File: config.mk
export PLATFORM = sky130hd
export DESIGN_NAME = byte_word_alu
export DESIGN_NICKNAME = d
export VERILOG_FILES = /design/src/rtl/alu_pkg.sv /design/src/rtl/alu_adder.sv /design/src/rtl/alu_bcd.sv /design/src/rtl/alu_unary.sv /design/src/rtl/byte_word_alu.sv
export SDC_FILE = /design/constraint.sdc
export NUM_CORES = 1
export LEC_CHECK = 0
export BUFFER_PORTS_ARGS = -buffer_cell sky130_fd_sc_hd__buf_4
export CAP_MARGIN = 15
export CORE_AREA = 2 2 116 118
export DETAILED_ROUTE_END_ITERATION = 12
export DIE_AREA = 0 0 118 120
export SLEW_MARGIN = 20
export SYNTH_ARGS = -nofsm -noshare
export SYNTH_HDL_FRONTEND = slang
export SYNTH_SLANG_ARGS = --single-unit
File: constraint.sdc
create_clock -name vclk -period 18.1
set_input_delay 0.905 -clock vclk [all_inputs]
set_output_delay 0.905 -clock vclk [all_outputs]
set_load 0.03 [all_outputs]
File: src/rtl/alu_pkg.sv
package alu_pkg;

   typedef enum logic [3:0] {
      OP_ADD  = 4'd0,
      OP_ADDC = 4'd1,
      OP_SUB  = 4'd2,
      OP_SUBC = 4'd3,
      OP_CMP  = 4'd4,
      OP_DADD = 4'd5,
      OP_AND  = 4'd6,
      OP_BIT  = 4'd7,
      OP_BIC  = 4'd8,
      OP_BIS  = 4'd9,
      OP_XOR  = 4'd10,
      OP_RRC  = 4'd11,
      OP_RRZ  = 4'd12,
      OP_RRA  = 4'd13,
      OP_SWPB = 4'd14,
      OP_SXT  = 4'd15
   } alu_op_e;

   // Per-operation attributes: does it touch the flags, is the result
   // stored, and is C taken from "result non-zero".
   typedef struct packed {
      logic upd;
      logic wr;
      logic c_nz;
   } op_attr_t;

   function automatic op_attr_t op_attr(alu_op_e op);
      op_attr_t a;
      a.upd  = 1'b1;
      a.wr   = 1'b1;
      a.c_nz = 1'b0;
      case (op)
         OP_CMP:                   a.wr = 1'b0;
         OP_BIT:                   begin a.wr = 1'b0; a.c_nz = 1'b1; end
         OP_AND, OP_XOR, OP_SXT:   a.c_nz = 1'b1;
         OP_BIC, OP_BIS, OP_SWPB:  a.upd = 1'b0;
         default:                  ;
      endcase
      return a;
   endfunction

endpackage

File: src/rtl/alu_adder.sv
// Binary adder shared by add, add-with-carry, subtract, subtract-with-carry
// and compare. Operands arrive already masked (and, for subtraction,
// inverted) to the operation size.
module alu_adder #(
   parameter int DATA_W = 16
) (
   input  logic [DATA_W-1:0] a_i,
   input  logic [DATA_W-1:0] b_i,
   input  logic              cin_i,
   input  logic              byte_i,
   output logic [DATA_W-1:0] sum_o,
   output logic              cout_o,
   output logic              ovf_o
);
   localparam int HALF_W = DATA_W / 2;

   logic [DATA_W:0] ext;
   logic            sa, sb, ss;

   assign ext    = {1'b0, a_i} + {1'b0, b_i} + {{DATA_W{1'b0}}, cin_i};
   assign sum_o  = ext[DATA_W-1:0];
   assign cout_o = byte_i ? ext[HALF_W] : ext[DATA_W];

   assign sa = byte_i ? a_i[HALF_W-1] : a_i[DATA_W-1];
   assign sb = byte_i ? b_i[HALF_W-1] : b_i[DATA_W-1];
   assign ss = byte_i ? ext[HALF_W-1] : ext[DATA_W-1];

   // Same-signed inputs giving a differently signed sum.
   assign ovf_o = (sa == sb) && (ss != sa);
endmodule

File: src/rtl/alu_bcd.sv
// Packed-decimal adder: a ripple of per-digit adders, each correcting
// by six when its binary digit sum passes nine.
module alu_bcd #(
   parameter int DATA_W = 16
) (
   input  logic [DATA_W-1:0] a_i,
   input  logic [DATA_W-1:0] b_i,
   input  logic              cin_i,
   input  logic              byte_i,
   output logic [DATA_W-1:0] sum_o,
   output logic              cout_o
);
   localparam int DIGITS      = DATA_W / 4;
   localparam int BYTE_DIGITS = DIGITS / 2;

   logic [DIGITS:0] dcarry;
   assign dcarry[0] = cin_i;

   for (genvar g = 0; g < DIGITS; g++) begin : g_digit
      logic [4:0] raw;
      logic [4:0] fixed;
      logic       over;
      assign raw   = {1'b0, a_i[4*g +: 4]} + {1'b0, b_i[4*g +: 4]} + {4'b0, dcarry[g]};
      assign over  = raw > 5'd9;
      assign fixed = raw + 5'd6;
      assign sum_o[4*g +: 4] = over ? fixed[3:0] : raw[3:0];
      assign dcarry[g+1] = over;
   end

   assign cout_o = byte_i ? dcarry[BYTE_DIGITS] : dcarry[DIGITS];
endmodule

File: src/rtl/alu_unary.sv
// Single-operand shifters and converters.
module alu_unary #(
   parameter int DATA_W = 16
) (
   input  logic [DATA_W-1:0] val_i,
   input  logic              cin_i,
   input  logic              byte_i,
   output logic [DATA_W-1:0] rrc_o,
   output logic [DATA_W-1:0] rrz_o,
   output logic [DATA_W-1:0] rra_o,
   output logic [DATA_W-1:0] swp_o,
   output logic [DATA_W-1:0] sxt_o,
   output logic              lsb_o
);
   localparam int HALF_W = DATA_W / 2;

   logic [DATA_W-1:0] rrc_w, rrc_b, rrz_w, rrz_b, rra_w, rra_b;

   assign rrc_w = {cin_i, val_i[DATA_W-1:1]};
   assign rrc_b = {{HALF_W{1'b0}}, cin_i, val_i[HALF_W-1:1]};
   assign rrz_w = {1'b0, val_i[DATA_W-1:1]};
   assign rrz_b = {{HALF_W{1'b0}}, 1'b0, val_i[HALF_W-1:1]};
   assign rra_w = {val_i[DATA_W-1], val_i[DATA_W-1:1]};
   assign rra_b = {{HALF_W{1'b0}}, val_i[HALF_W-1], val_i[HALF_W-1:1]};

   assign rrc_o = byte_i ? rrc_b : rrc_w;
   assign rrz_o = byte_i ? rrz_b : rrz_w;
   assign rra_o = byte_i ? rra_b : rra_w;
   assign swp_o = {val_i[HALF_W-1:0], val_i[DATA_W-1:HALF_W]};
   assign sxt_o = {{HALF_W{val_i[HALF_W-1]}}, val_i[HALF_W-1:0]};
   assign lsb_o = val_i[0];
endmodule

File: src/rtl/byte_word_alu.sv
module byte_word_alu
   import alu_pkg::*;
#(
   parameter int DATA_W      = 16,
   parameter int STAT_W      = 9,
   parameter int C_POS       = 0,
   parameter int Z_POS       = 1,
   parameter int N_POS       = 2,
   parameter int V_POS       = 8,
   parameter bit HAS_DECIMAL = 1'b1
) (
   input  logic [3:0]        op_i,
   input  logic              byte_i,
   input  logic              cin_i,
   input  logic [DATA_W-1:0] dst_i,
   input  logic [DATA_W-1:0] src_i,
   output logic [DATA_W-1:0] res_o,
   output logic [STAT_W-1:0] flag_val_o,
   output logic [STAT_W-1:0] flag_upd_o,
   output logic              res_wr_o
);
   localparam int HALF_W = DATA_W / 2;
   localparam logic [DATA_W-1:0] LOW_MASK = {{HALF_W{1'b0}}, {HALF_W{1'b1}}};

   // Elaboration-time parameter checks
   if (DATA_W % 8 != 0 || DATA_W < 16) begin : g_bad_width
      $error("byte_word_alu: DATA_W must be a multiple of 8 and at least 16");
   end
   if (C_POS >= STAT_W || Z_POS >= STAT_W || N_POS >= STAT_W || V_POS >= STAT_W) begin : g_bad_pos
      $error("byte_word_alu: flag position outside status width");
   end
   if (C_POS == Z_POS || C_POS == N_POS || C_POS == V_POS ||
       Z_POS == N_POS || Z_POS == V_POS || N_POS == V_POS) begin : g_dup_pos
      $error("byte_word_alu: flag positions must be distinct");
   end

   alu_op_e  op;
   op_attr_t attr;
   assign op   = alu_op_e'(op_i);
   assign attr = op_attr(op);

   // Operand conditioning
   logic [DATA_W-1:0] size_mask, d_m, s_m, s_inv;
   logic              d_sign, s_sign;

   assign size_mask = byte_i ? LOW_MASK : {DATA_W{1'b1}};
   assign d_m       = dst_i & size_mask;
   assign s_m       = src_i & size_mask;
   assign s_inv     = ~src_i & size_mask;
   assign d_sign    = byte_i ? dst_i[HALF_W-1] : dst_i[DATA_W-1];
   assign s_sign    = byte_i ? src_i[HALF_W-1] : src_i[DATA_W-1];

   // Binary adder path
   logic [DATA_W-1:0] add_b, add_sum;
   logic              add_cin, add_cout, add_ovf, is_sub;

   assign is_sub = (op == OP_SUB) || (op == OP_SUBC) || (op == OP_CMP);
   assign add_b  = is_sub ? s_inv : s_m;

   always_comb begin
      case (op)
         OP_ADDC, OP_SUBC: add_cin = cin_i;
         OP_SUB, OP_CMP:   add_cin = 1'b1;
         default:          add_cin = 1'b0;
      endcase
   end

   alu_adder #(.DATA_W(DATA_W)) u_adder (
      .a_i    (d_m),
      .b_i    (add_b),
      .cin_i  (add_cin),
      .byte_i (byte_i),
      .sum_o  (add_sum),
      .cout_o (add_cout),
      .ovf_o  (add_ovf)
   );

   // Decimal path, present or absent by parameter
   logic [DATA_W-1:0] bcd_sum;
   logic              bcd_cout;

   if (HAS_DECIMAL) begin : g_decimal
      alu_bcd #(.DATA_W(DATA_W)) u_bcd (
         .a_i    (d_m),
         .b_i    (s_m),
         .cin_i  (cin_i),
         .byte_i (byte_i),
         .sum_o  (bcd_sum),
         .cout_o (bcd_cout)
      );
   end else begin : g_no_decimal
      assign bcd_sum  = '0;
      assign bcd_cout = 1'b0;
   end

   // Single-operand path
   logic [DATA_W-1:0] rrc_res, rrz_res, rra_res, swp_res, sxt_res;
   logic              old_lsb;

   alu_unary #(.DATA_W(DATA_W)) u_unary (
      .val_i  (dst_i),
      .cin_i  (cin_i),
      .byte_i (byte_i),
      .rrc_o  (rrc_res),
      .rrz_o  (rrz_res),
      .rra_o  (rra_res),
      .swp_o  (swp_res),
      .sxt_o  (sxt_res),
      .lsb_o  (old_lsb)
   );

   // Result select
   logic [DATA_W-1:0] raw_res;
   logic              raw_c, raw_v;

   always_comb begin
      raw_res = '0;
      raw_c   = 1'b0;
      raw_v   = 1'b0;
      case (op)
         OP_ADD, OP_ADDC, OP_SUB, OP_SUBC, OP_CMP: begin
            raw_res = add_sum;
            raw_c   = add_cout;
            raw_v   = add_ovf;
         end
         OP_DADD: begin
            raw_res = bcd_sum;
            raw_c   = bcd_cout;
         end
         OP_AND, OP_BIT: raw_res = d_m & s_m;
         OP_BIC:         raw_res = d_m & ~s_m;
         OP_BIS:         raw_res = d_m | s_m;
         OP_XOR: begin
            raw_res = d_m ^ s_m;
            raw_v   = d_sign & s_sign;
         end
         OP_RRC: begin raw_res = rrc_res; raw_c = old_lsb; end
         OP_RRZ: begin raw_res = rrz_res; raw_c = old_lsb; end
         OP_RRA: begin raw_res = rra_res; raw_c = old_lsb; end
         OP_SWPB:        raw_res = swp_res;
         OP_SXT:         raw_res = sxt_res;
         default:        ;
      endcase
   end

   // Size handling and flag formation
   logic eff_byte, neg, zero, carry, upd;

   assign eff_byte = byte_i && (op != OP_SXT);
   assign res_o    = eff_byte ? (raw_res & LOW_MASK) : raw_res;
   assign neg      = eff_byte ? res_o[HALF_W-1] : res_o[DATA_W-1];
   assign zero     = ~|res_o;
   assign carry    = attr.c_nz ? ~zero : raw_c;
   assign upd      = attr.upd && (HAS_DECIMAL || (op != OP_DADD));
   assign res_wr_o = attr.wr;

   always_comb begin
      flag_val_o = '0;
      flag_upd_o = '0;
      if (upd) begin
         flag_upd_o[C_POS] = 1'b1;
         flag_upd_o[Z_POS] = 1'b1;
         flag_upd_o[N_POS] = 1'b1;
         flag_upd_o[V_POS] = 1'b1;
         flag_val_o[C_POS] = carry;
         flag_val_o[Z_POS] = zero;
         flag_val_o[N_POS] = neg;
         flag_val_o[V_POS] = raw_v;
      end
   end
endmodule

Word-level counts from Yosys, hierarchy flattened
Index checks and enable logic that the tools add are counted.
{"block": "classes", "n_addsub": 14, "order_cmp": 4, "n_eq_ne": 18, "mux": 29, "bitwise": 10, "reduce_logical": 15}
{"cell": "$pmux W16 S11", "n": 1}
{"cell": "$and A16 B16 Y16", "n": 5}
{"cell": "$mux W16", "n": 5}
{"cell": "$eq A4 B4 Y1 const B", "n": 8}
{"cell": "$not A16 Y16", "n": 2}
{"cell": "$add A4 B4 Y5", "n": 4}
{"cell": "$add A5 B1 Y5", "n": 4}
{"cell": "$gt A5 B4 Y1 const B", "n": 4}
{"cell": "$add A16 B16 Y17", "n": 1}
{"cell": "$add A17 B1 Y17", "n": 1}
{"cell": "$add A4 B3 Y4 const B", "n": 4}
{"cell": "$eq A4 B3 Y1 const B", "n": 4}
{"cell": "$mux W4", "n": 4}
{"cell": "$or A16 B16 Y16", "n": 1}
{"cell": "$reduce_or A16 Y1", "n": 1}
{"cell": "$xor A16 B16 Y16", "n": 1}
{"cell": "$mux W15", "n": 1}
{"cell": "$mux W1", "n": 13}
{"cell": "$eq A4 B2 Y1 const B", "n": 2}
{"cell": "$reduce_or A2 Y1", "n": 4}
{"cell": "$mux W3", "n": 2}
{"cell": "$reduce_or A3 Y1", "n": 2}
{"cell": "$reduce_or A5 Y1", "n": 1}
{"cell": "$eq A4 B1 Y1 const B", "n": 1}
{"cell": "other kinds (11)", "n": 14}
{"block": "totals", "reg_bits": 0, "out_inout_bits": 35}

Depth between registers and ports, before layout
{"block": "depth", "depth_word": 17, "mapped_depth": 38, "mapped_depth_nobuf": 38}

Hierarchy
From an unflattened synthesis, not the netlist that was laid out.
{"block": "hier_totals", "cells_unflattened": 722, "hier_area_um2": 5187.5}
{"module": "byte_word_alu", "n_inst": 1, "cells_each": 418, "area_per_inst_um2": 2751.4}
{"module": "alu_bcd", "n_inst": 1, "cells_each": 105, "area_per_inst_um2": 922.1}
{"module": "alu_adder", "n_inst": 1, "cells_each": 116, "area_per_inst_um2": 890.9}
{"module": "alu_unary", "n_inst": 1, "cells_each": 83, "area_per_inst_um2": 623.1}

Least setup slack after synthesis
Ideal clock, no wire load.
{"block": "synth_path", "kind": "input-to-output", "from": "input cin_i", "to": "output flag_val_o[1]", "arrival_time_ns": 9.079, "required_time_ns": 17.195, "path_slack_ns": 8.116, "path_stages": 37, "path_cell_list": "fa_1 > fa_1 > xnor2_1 > ha_1 > a221o_1 > nand2_1 > inv_1 > o21ai_0 > fa_1 > fa_1 > xor2_1 > inv_1 > ha_1 > nor2b_1 > a31o_2 > o21ai_0 > fa_1 > fa_1 > xnor2_1 > ha_1 > a21boi_0 > nor2_1 > mux2i_1 > o21a_1 > fa_1 > inv_1 > fa_1 > xor2_1 > inv_1 > ha_1 > inv_1 > o21ai_0 > nand2_1 > mux2i_1 > o221a_2 > a21o_1 > nor3_1"}
{"block": "synth_between", "elab_chain_len": 14, "word_cells_on_any_way": 24, "cone_classes": "add/sub: 9; order compare: 4; mux: 9; reduce/logical: 2"}
{"element": "from (decl)", "line_no": "byte_word_alu.sv:14", "text": "input logic cin_i,"}
{"element": "$add A5 B1 Y5", "line_no": "alu_bcd.sv:23", "text": "assign raw = {1'b0, a_i[4*g +: 4]} + {1'b0, b_i[4*g +: 4]} + {4'b0, dcarry[g]};"}
{"element": "$gt A5 B4 Y1", "line_no": "alu_bcd.sv:24", "text": "assign over = raw > 5'd9;"}
{"element": "$add A5 B1 Y5", "line_no": "alu_bcd.sv:23"}
{"element": "$gt A5 B4 Y1", "line_no": "alu_bcd.sv:24"}
{"element": "$add A5 B1 Y5", "line_no": "alu_bcd.sv:23"}
{"element": "$gt A5 B4 Y1", "line_no": "alu_bcd.sv:24"}
{"element": "$add A5 B1 Y5", "line_no": "alu_bcd.sv:23"}
{"element": "$add A4 B3 Y4 / $gt A5 B4 Y1 (equally long branches)", "line_no": "alu_bcd.sv:25, alu_bcd.sv:24"}
{"element": "$mux W4", "line_no": "alu_bcd.sv:26", "text": "assign sum_o[4*g +: 4] = over ? fixed[3:0] : raw[3:0];"}
{"element": "$pmux W16 S11 *", "line_no": "byte_word_alu.sv:120", "text": "case (op)"}
{"element": "$mux W16 *", "line_no": "byte_word_alu.sv:150", "text": "assign res_o = eff_byte ? (raw_res & LOW_MASK) : raw_res;"}
{"element": "net res_o[13]", "line_no": "byte_word_alu.sv:17", "text": "output logic [DATA_W-1:0] res_o,"}
{"element": "$reduce_or A16 Y1 *", "line_no": "byte_word_alu.sv:152", "text": "assign zero = ~|res_o;"}
{"element": "$logic_not A1 Y1 *", "line_no": "byte_word_alu.sv:152"}
{"element": "$mux W3 *", "line_no": "byte_word_alu.sv:160", "text": "if (upd) begin"}
{"element": "to (decl)", "line_no": "byte_word_alu.sv:18", "text": "output logic [STAT_W-1:0] flag_val_o,"}
The timed path passes the listed nets; every way through them passes the cells marked *.

Worst setup path in the final report
{"block": "layout_path", "from": "input cin_i", "to": "output flag_val_o[0]"}
{"block": "layout_between", "elab_chain_len": 14, "word_cells_on_any_way": 27, "cone_classes": "add/sub: 9; order compare: 4; mux: 13; reduce/logical: 1"}
{"element": "$add A5 B1 Y5", "line_no": "alu_bcd.sv:23"}
{"element": "$gt A5 B4 Y1", "line_no": "alu_bcd.sv:24"}
{"element": "$add A5 B1 Y5", "line_no": "alu_bcd.sv:23"}
{"element": "$gt A5 B4 Y1", "line_no": "alu_bcd.sv:24"}
{"element": "$add A5 B1 Y5", "line_no": "alu_bcd.sv:23"}
{"element": "$gt A5 B4 Y1", "line_no": "alu_bcd.sv:24"}
{"element": "$add A5 B1 Y5", "line_no": "alu_bcd.sv:23"}
{"element": "$add A4 B3 Y4 / $gt A5 B4 Y1 (equally long branches)", "line_no": "alu_bcd.sv:25, alu_bcd.sv:24"}
{"element": "$mux W4", "line_no": "alu_bcd.sv:26"}
{"element": "$pmux W16 S11", "line_no": "byte_word_alu.sv:120"}
{"element": "$mux W16", "line_no": "byte_word_alu.sv:150"}
{"element": "$reduce_or A16 Y1", "line_no": "byte_word_alu.sv:152"}
{"element": "$mux W1 *", "line_no": "byte_word_alu.sv:153", "text": "assign carry = attr.c_nz ? ~zero : raw_c;"}
{"element": "$mux W3 *", "line_no": "byte_word_alu.sv:160"}
Every way passes the cells marked *; elsewhere a longest branch is shown, timed or not.

==> flow_summary.yaml <==
sta:
  worst_pin_slew_ns: 1.07
  slew_viol_final: 0
  rsz0062_at_grt: "no"
  min_period_ns: 10.99
  setup_viol: 0
  relSlewSlack_pct: 28.0
  max_freq_mhz: 91.0
  hold_violations: 0
  totalNegativeSetupSlack_ns: 0
  fin_crit_sh_pct: 60.7
  layout_setup_ws_ns: 7.11
placement:
  io_buffers: 63
  place_worst_setup_slack_ns: 7.31
  place_area_sq_um: 4760
  hpwl_mm: 13.2
  finalWeightedCongestion: 0.999
  placed_cells: 831
grt:
  gr-total-overflow: 0
  globalRouteMet3Util_pct: 1.52
  grt_max_degree: 48
  grt_use_met1_pct: 32.3
  grt_pass1_wl_mm: 26.4
  antenna_found_initial: 0
  grt_pass1_vias: 4806
  gr-usage-all-layers_pct: 23.1
  use_met2_pct: 37.8
  top_usage_layer: "met2"
pwr:
  leakagePower_nw: 2.20
  power_density_nw_per_um2: 43.7
  ir_drop_uv: 23.4
layout:
  fin_nets: 756
  antenna_cells: 0
  n_sequential_cell: 0
  layout-drive-gt1-share_pct: 12.2
  fin_cells: 831
  layout_commonest_cell: "buf_4"
  final_area_sq_um: 4760
  syn_to_final_growth_pct: 10.0
  clkbuf_count: 0
  final_util_pct: 36.6
  ff_latch_area_sq_um: 0
  final_cell_mix: "buf_4, nand2_1, inv_1, ha_1, a21oi_1"
worst_setup_path:
  cp_max_fo: 4
  path_buf_inv: 7
  cp_common_cell: "fa_1"
  worstPathArrival_ns: 10.09
  slowest_stage: "fa_1"
  cp-start-kind: "input pin"
  crit_family: "adder cells"
  cp.required_ns: 17.19
  max_stage_delay_ns: 0.51
  worstSetupPathType: "in2out"
  worst_setup_path_end_kind: "primary output"
min_path:
  holdPathEnd: "res_o[0]"
  hold_depth: 4
  hold_class: "in2out"
  worstHoldStart: "dst_i[0]"
logic_synthesis:
  yosysTopAreaCellShare_pct: 14.8
  syn_area_sq_um: 4320
  netlist-cell-type-count: 80
  yosysSeqAreaShare_pct: 0
  syn_avg_cell_area_sq_um: 6.89
  synth_area_leader_cell: "ha_1"
  yosysWarnings: 0
  synth_area_leaders: "ha_1, xnor2_1, mux2i_1"
  synthCells: 628
floorplan:
  die_x_microns: 118
  io_pins: 73
  start_util_pct: 33.3
  core_sq_um: 13000
  rows: 42
  dieArea_sq_um: 14200
  die_height_microns: 120
run_status:
  status: "completed"
detailed_routing:
  drt_first_pass_iters: 6
  drt_wl_total_mm: 16.9
  vias: 4989
  drt_drc_violations_left: 0
  wl_per_cell_microns: 20.4
  via_per_inst: 6.00
  drt-initial-drc-count: 699
  detail-route-antenna-nets: 0
flow_run:
  cap_violations: 0
cts:
  postCtsSetupBuffers: 0
  cts_resized: 0
  holdBufCountCts: 0
==> layout make-up <==
type,count,area (sq um)
Fill cell,1406,8220
Timing Repair Buffer,64,480
Tap cell,176,220
Inverter,59,221
Multi-Input combinational cell,532,3830
==> through the flow <==
step | power, mW | hold WS, ns
final | 0.208 | 2.31
after global routing | 0.225 | 2.34
after CTS | 0.204 | 2.30
after detailed placement | 0.202 | 2.30
after global placement | 0.199 | 2.31
after floorplan | 0.147 | 2.11
==> worst max path at each step <==
stage	cells past startpoint	slack, ns	to	start
floorplan	37	8.12	flag_val_o[1]	cin_i
global placement	39	7.76	flag_val_o[0]	cin_i
detailed placement	40	7.31	flag_val_o[0]	cin_i
CTS	40	7.28	flag_val_o[0]	cin_i
global route	40	6.34	flag_val_o[0]	cin_i
finish	40	7.11	flag_val_o[0]	cin_i
==> synth_stat cells (5+ instances only) <==
master,number
nand2_1,59
inv_1,58
ha_1,51
a21oi_1,42
nor2_1,41
xnor2_1,27
o21ai_0,25
mux2i_1,23
buf_4,19
nor3_1,17
nor2b_1,16
nand3_1,14
a21o_1,13
a31oi_1,12
o22ai_1,12
buf_2,10
clkbuf_1,10
fa_1,10
nand2b_1,9
or3_1,9
and2_1,7
a221o_1,6
and3_1,6
buf_6,6
nand4_1,6
o211ai_1,6
xor2_1,6
a211oi_1,5
a221oi_1,5
o21a_1,5
o21ai_1,5
o221ai_1,5
==> metal layers <==
| metal | vias to the layer above | part of all wire, % | wire length [microns] |
|---|---|---|---|
| li1 | 2324 | - | - |
| met1 | 2351 | 43 | 7370 |
| met2 | 279 | 46 | 7760 |
| met3 | 35 | 7.7 | 1300 |
| met4 | 0 | 3.0 | 513 |
| met5 | - | 0 | 0 |
==> report_power, final <==
group	internal, mW	total [mW]	switching, mW
Sequential	0	0	0
Clock	0	0	0
Combinational	0.0781	0.208	0.130
==> worst min-delay path: stages <==
cell	delay [ns]
buf_4	0.14
nand2_1	0.05
a31oi_1	0.14
buf_4	0.17
==> cell families after synthesis <==
kind of cell	count (synthesis)	share of synthesized area [%]
buffers and inverters	105	12.1
and+or+nand+nor	206	24.0
other	1	0.0867
AOI/OAI and AO/OA	197	31.9
muxes	25	5.84
xor gates and xnor gates	33	6.68
adders and majority gates	61	19.4
No activity file was read; power rests on OpenSTA's default activity.
